### src/rtl/irq_bank_ctrl.sv
module irq_bank_ctrl #(
  parameter int NLINES = 32,
  parameter int PRIO_W = 5,
  parameter bit FIRST_LEVEL = 1'b1,
  localparam int IDX_W = $clog2(NLINES),
  localparam int AW = IDX_W + 3
) (
  input  logic              clk,
  input  logic              rst_n,
  input  logic [NLINES-1:0] irq_in,
  input  logic              bus_wr,
  input  logic [AW-1:0]     bus_addr,
  input  logic [31:0]       bus_wdata,
  output logic [31:0]       bus_rdata,
  output logic              irq_out,
  output logic              fiq_out
);
  localparam logic [AW-1:0] A_STAT = AW'('h00);
  localparam logic [AW-1:0] A_MASK = AW'('h04);
  localparam logic [AW-1:0] A_IWIN = AW'('h08);
  localparam logic [AW-1:0] A_FWIN = AW'('h0C);
  localparam logic [AW-1:0] A_CTRL = AW'('h10);
  localparam logic [AW-1:0] A_GATE = AW'('h14);
  localparam logic [NLINES-1:0] ONE = NLINES'(1);

  logic [NLINES-1:0] mask_q, in_q, edge_pend_q, cfg_fast, cfg_edge;
  logic [PRIO_W-1:0] cfg_prio [NLINES];
  logic              gate_q;
  logic              irq_busy, fiq_busy, irq_gap, fiq_gap;
  logic [IDX_W-1:0]  irq_win, fiq_win;

  logic [NLINES-1:0] pending, cand, icand, fcand, ack_clr;
  logic              i_any, f_any;
  logic [IDX_W-1:0]  i_idx, f_idx;
  logic [PRIO_W-1:0] i_best, f_best;

  wire              cfg_sel  = bus_addr[AW-1];
  wire [IDX_W-1:0]  cfg_idx  = bus_addr[IDX_W+1:2];
  wire              wr_cfg   = bus_wr && cfg_sel;
  wire              stat_clr = bus_wr && bus_addr == A_STAT && bus_wdata == 32'd0;
  wire              ack_irq  = bus_wr && bus_addr == A_CTRL && bus_wdata[0];
  wire              ack_fiq  = bus_wr && bus_addr == A_CTRL && bus_wdata[1];
  wire              gate_eff = FIRST_LEVEL ? gate_q : 1'b0;

  assign pending = (cfg_edge & edge_pend_q) | (~cfg_edge & irq_in);
  assign cand    = pending & ~mask_q;
  assign icand   = cand & ~cfg_fast;
  assign fcand   = cand & cfg_fast;
  assign ack_clr = ((ack_irq && irq_busy) ? (ONE << irq_win) : '0)
                 | ((ack_fiq && fiq_busy) ? (ONE << fiq_win) : '0);

  always_comb begin
    i_any = 1'b0; i_idx = '0; i_best = '1;
    f_any = 1'b0; f_idx = '0; f_best = '1;
    for (int n = 0; n < NLINES; n++) begin
      if (icand[n] && (!i_any || cfg_prio[n] < i_best)) begin
        i_any = 1'b1; i_idx = IDX_W'(n); i_best = cfg_prio[n];
      end
      if (fcand[n] && (!f_any || cfg_prio[n] < f_best)) begin
        f_any = 1'b1; f_idx = IDX_W'(n); f_best = cfg_prio[n];
      end
    end
  end

  always_ff @(posedge clk or negedge rst_n) begin
    if (!rst_n) begin
      mask_q      <= '1;
      gate_q      <= 1'b1;
      in_q        <= '0;
      edge_pend_q <= '0;
      cfg_fast    <= '0;
      cfg_edge    <= '0;
      for (int n = 0; n < NLINES; n++) cfg_prio[n] <= '0;
    end else begin
      in_q <= irq_in;
      edge_pend_q <= stat_clr ? '0
                   : ((edge_pend_q & ~ack_clr) | (irq_in & ~in_q & cfg_edge));
      if (bus_wr && bus_addr == A_MASK) mask_q <= bus_wdata[NLINES-1:0];
      if (bus_wr && bus_addr == A_GATE) gate_q <= bus_wdata[0];
      if (wr_cfg) begin
        cfg_fast[cfg_idx] <= FIRST_LEVEL & bus_wdata[0];
        cfg_edge[cfg_idx] <= bus_wdata[1];
        cfg_prio[cfg_idx] <= bus_wdata[PRIO_W+1:2];
      end
    end
  end

  always_ff @(posedge clk or negedge rst_n) begin
    if (!rst_n) begin
      irq_busy <= 1'b0; irq_gap <= 1'b0; irq_win <= '0;
      fiq_busy <= 1'b0; fiq_gap <= 1'b0; fiq_win <= '0;
    end else begin
      if (ack_irq) begin
        irq_busy <= 1'b0; irq_gap <= 1'b1;
      end else if (irq_gap) begin
        irq_gap <= 1'b0;
      end else if (!irq_busy && i_any && !gate_eff) begin
        irq_busy <= 1'b1; irq_win <= i_idx;
      end
      if (ack_fiq) begin
        fiq_busy <= 1'b0; fiq_gap <= 1'b1;
      end else if (fiq_gap) begin
        fiq_gap <= 1'b0;
      end else if (!fiq_busy && f_any && !gate_eff) begin
        fiq_busy <= 1'b1; fiq_win <= f_idx;
      end
    end
  end

  assign irq_out = irq_busy & ~gate_eff;
  assign fiq_out = fiq_busy & ~gate_eff;

  always_comb begin
    bus_rdata = '0;
    if (cfg_sel) begin
      bus_rdata[PRIO_W+1:0] = {cfg_prio[cfg_idx], cfg_edge[cfg_idx], cfg_fast[cfg_idx]};
    end else begin
      case (bus_addr)
        A_STAT: bus_rdata[NLINES-1:0] = pending;
        A_MASK: bus_rdata[NLINES-1:0] = mask_q;
        A_IWIN: bus_rdata[IDX_W-1:0]  = irq_win;
        A_FWIN: bus_rdata[IDX_W-1:0]  = fiq_win;
        A_GATE: bus_rdata[0]          = gate_eff;
        default: bus_rdata = '0;
      endcase
    end
  end

  p_irq_win_frozen_r6: assert property (@(posedge clk) disable iff (!rst_n)
    (irq_busy && !ack_irq) |=> (irq_busy && $stable(irq_win)));
  p_fiq_win_frozen_r6: assert property (@(posedge clk) disable iff (!rst_n)
    (fiq_busy && !ack_fiq) |=> (fiq_busy && $stable(fiq_win)));
  p_irq_gap_after_ack_r7: assert property (@(posedge clk) disable iff (!rst_n)
    ack_irq |=> !irq_out);
  p_fiq_gap_after_ack_r7: assert property (@(posedge clk) disable iff (!rst_n)
    ack_fiq |=> !fiq_out);
  p_irq_capture_r5: assert property (@(posedge clk) disable iff (!rst_n)
    (!irq_busy && !irq_gap && !ack_irq && i_any && !gate_eff)
      |=> (irq_out && irq_win == $past(i_idx)));
  p_edge_hold_r8: assert property (@(posedge clk) disable iff (!rst_n)
    (!stat_clr && !ack_irq && !ack_fiq)
      |=> ((edge_pend_q & $past(edge_pend_q)) == $past(edge_pend_q)));
endmodule

### config.mk
export PLATFORM = sky130hd
export DESIGN_NAME = irq_bank_ctrl
export DESIGN_NICKNAME = d
export VERILOG_FILES = /design/src/rtl/irq_bank_ctrl.sv
export SDC_FILE = /design/constraint.sdc
export NUM_CORES = 2
export LEC_CHECK = 0
export BUFFER_PORTS_ARGS = -buffer_cell sky130_fd_sc_hd__buf_4
export CAP_MARGIN = 20
export CORE_MARGIN = 4
export CORE_UTILIZATION = 61
export DETAILED_ROUTE_END_ITERATION = 16
export PLACE_DENSITY = 0.76
export SKIP_CTS_REPAIR_TIMING = 1
export SYNTH_ARGS = -nofsm -noshare
export SYNTH_HDL_FRONTEND = slang
export SYNTH_SLANG_ARGS = --single-unit
### constraint.sdc
create_clock -name clk -period 137.1 [get_ports clk]
set_input_delay 27.42 -clock clk [delete_from_list [all_inputs] [get_ports clk]]
set_output_delay 27.42 -clock clk [all_outputs]
set_load 0.01 [all_outputs]
==> run metrics <==
outcome=finished, final reports clean; Port Buf Inserts=around 110; Residual DRC=0; # nets final=a little over 4000; # setup viols final=0; Worst-Margin Slew=1.130 ns; cell area after synthesis=32900 um^2; total CTS buffers=37; hold_ws=0.5186 ns; vias in the first global route=between 20000 and 30000; critical path buffer and inverter count=20; first-pass GRT wire length=around 170000 um; Req. time, crit path=around 140 ns; Placeable Area=~53000 um^2; num rows=84; final hold vios=0; GPL Wtd Cong=about 1; # placed instances=~4500; Final ANT Viol Nets=0; hold crit path type=reg2reg; WL/cell=around 25 um; layout cell share with drive strength beyond 1=~18%; Mean Syn Cell Area=8.467 um^2; Remaining Overflow, GRT=0; H-tree depth=2; largest stage delay on the critical path=between 0.5 and 0.6 ns; Crit path arrival time=just over 80 ns; HPWL after detailed placement=between 80000 and 90000 um; RSZ-0062 raised after global routing=no; Most used DFF post-synth=dfrtp_1; Syn Nets=~4000; first drt pass iteration count=6; Slew headroom=roughly 24%; register clock-pin slew on the reported worst setup and hold paths=about 0.06 ns; Finished Layout Cells=4611; Final min period=82.38 ns; Yosys reg bits=between 300 and 400; IO Pins=between 100 and 150; routed vias/inst=between 6 and 7; clk buf depth=3; Max Slew Vio Count=0; clk sinks=335; setup TNS=0 ns; sequential share of the synthesized area=between 20 and 30%; Placed Area=33800 um^2; DRT iter0 DRCs=between 3000 and 4000; cells after synthesis=between 3000 and 4000; die height=between 200 and 250 um; initial antenna violation count=5; Setup Skew=between 0.015 and 0.02 ns; CP Launch Type=input pin; Die Wd=between 200 and 250 um; CP Class=in2reg; Ys Warns=0; asr flop ratio synth=between 90% and 100%; Max Cap Violations=0; Post-synth EDFFs=0; Worst path slowest cell=o21ai_0; GRT Total Usage=approximately two fifths; largest net degree at the start of global routing=between 150 and 200; final instance area=between 30000 and 40000 um^2; CTS root buf=clkbuf_16; most frequent CP cell=ha_1; crit path max fanout=13; CP Capture Type=flip-flop; Final Cycle Share=60.09%; CTS tree=built; WL final=~110000 um; Crit path max-delay family=compound AO/OA/AOI/OAI gates; number of distinct library cells after synthesis=about 160; DR vias=between 30000 and 40000; initial core utilization=between 60% and 70%; P&R area growth vs syn=6.949%; Fmax=~12 MHz; die area=57710 um^2; Clock Latency Late Sink=roughly 0.56 ns; fill cell count=4514
[cells in the mapped netlist (20+ instances only)]
cell type,instances,area (um^2)
dfstp_2,33,867.1
and3_1,32,200.2
o21ai_1,31,155.2
nand3_1,71,355.3
a211o_1,23,201.4
a21o_1,58,435.4
o21a_1,30,225.2
mux2_2,252,2838
and2_1,46,287.8
nand2_1,423,1588
or2_2,33,206.5
a21oi_1,236,1181
mux4_2,61,1374
inv_1,188,705.7
nor2b_1,39,244.0
o211ai_1,46,345.3
dfrtp_1,302,7557
ha_1,132,1652
xnor2_1,22,192.7
nor3_1,92,460.4
buf_4,27,202.7
nand4_1,31,193.9
a31oi_1,43,269.0
o22ai_1,20,125.1
o21ai_0,252,1261
a22oi_1,42,315.3
or3_1,48,300.3
a211oi_1,39,292.8
nand2b_1,49,306.5
clkbuf_1,70,262.8
o31ai_1,32,240.2
mux2i_1,109,1091
nor2_1,429,1610
[kinds of logic after synthesis]
| family | share of synthesized area (%) |
|---|---|
| XOR/XNOR | 0.7455 |
| multiplexers | 16.82 |
| buffers and inverters | 4.888 |
| AO/OA/AOI/OAI | 25.89 |
| adder cells (fa/ha/maj) | 5.641 |
| flip-flops | 25.61 |
| AND/OR/NAND/NOR | 20.41 |
[sequential cells by signal, indices dropped and copies added (netlist names)]
name / cells
fiq_win: 5
irq_gap: 1
fiq_gap: 1
irq_win: 5
cfg_edge: 32
cfg_prio: 160
irq_busy: 1
cfg_fast: 32
mask_q: 32
gate_eff: 1
edge_pend_q: 32
fiq_busy: 1
in_q: 32
[layout make-up]
class	instances	area, um^2	area share, %
diodes	1	2.502	0.007113
clock buffers	49	1042	2.963
clock inverters	19	310.3	0.8820
inverters	188	705.7	2.006
multi-input cells	3208	22870	65.01
flip-flops and latches	335	8424	23.95
well taps	688	860.8	2.447
repair buffers	123	963.4	2.738
[layout by cell type, fill, tap and decap left out, types with 16 or more instances in the layout]
| cell type | instances |
|---|---|
| a211o_1 | 23 |
| a211oi_1 | 39 |
| a21o_1 | 58 |
| a21oi_1 | 236 |
| a22oi_1 | 42 |
| a31oi_1 | 43 |
| a32oi_1 | 16 |
| and2_1 | 46 |
| and3_1 | 31 |
| buf_4 | 120 |
| clkbuf_16 | 38 |
| dfrtp_1 | 302 |
| dfstp_2 | 33 |
| ha_1 | 132 |
| inv_1 | 188 |
| maj3_1 | 17 |
| mux2_2 | 252 |
| mux2i_1 | 109 |
| mux4_2 | 61 |
| nand2_1 | 422 |
| nand2b_1 | 49 |
| nand3_1 | 71 |
| nand4_1 | 31 |
| nor2_1 | 429 |
| nor2b_1 | 39 |
| nor3_1 | 91 |
| nor4_1 | 17 |
| o211a_1 | 19 |
| o211ai_1 | 46 |
| o21a_1 | 30 |
| o21ai_0 | 252 |
| o21ai_1 | 31 |
| o22ai_1 | 20 |
| o31a_1 | 17 |
| o31ai_1 | 32 |
| or2_2 | 33 |
| or3_1 | 48 |
| xnor2_1 | 22 |
[worst reg2reg max path: cells and delay by family (launching register included)]
kind                       cells  cell delay, ns
adders and majority gates     32            9.81
and+or+nand+nor               73           14.14
AOI/OAI and AO/OA            114           26.85
buffers and inverters         19            1.61
DFF                            1            0.46
muxes                         10            2.93
[path summary, 6_finish.rpt]
path / start / slack [ns] / endpoint / cells past startpoint
min in group asynchronous: rst_n / 26.87 / cfg_prio[69] / 1
worst min-delay path: edge_pend_q[25] / 0.52 / edge_pend_q[25] / 2
worst max register to register: cfg_fast[0] / 81.15 / fiq_win[3] / 248
max in group asynchronous: rst_n / 108.10 / mask_q[3] / 4
worst max-delay path: irq_in[0] / 54.72 / fiq_win[3] / 249
worst min register to register: edge_pend_q[25] / 0.52 / edge_pend_q[25] / 2
[metrics by stage]
step | worst slack, ns | util (%)
after detailed placement | 55.53 | 63.81
final | 54.72 | 66.42
after floorplan | 62.92 | -
after global routing | 50.19 | 66.41
after global placement | 55.53 | 63.81
after CTS | 55.83 | 66.36
[metal layers]
layer	GRT usage, %	up-vias	part of all wire (%)	routed length (um)
met5	0	-	0.042	48
li1	-	14610	-	-
met3	6.859	262	10	11700
met1	53.83	15510	41	46910
met4	12.12	6	3.5	3993
met2	60.10	1796	45	51270
Power is left out: the tool's default activity adds up to more than one toggle a clock period on the data nets, which glitch-free logic cannot reach.
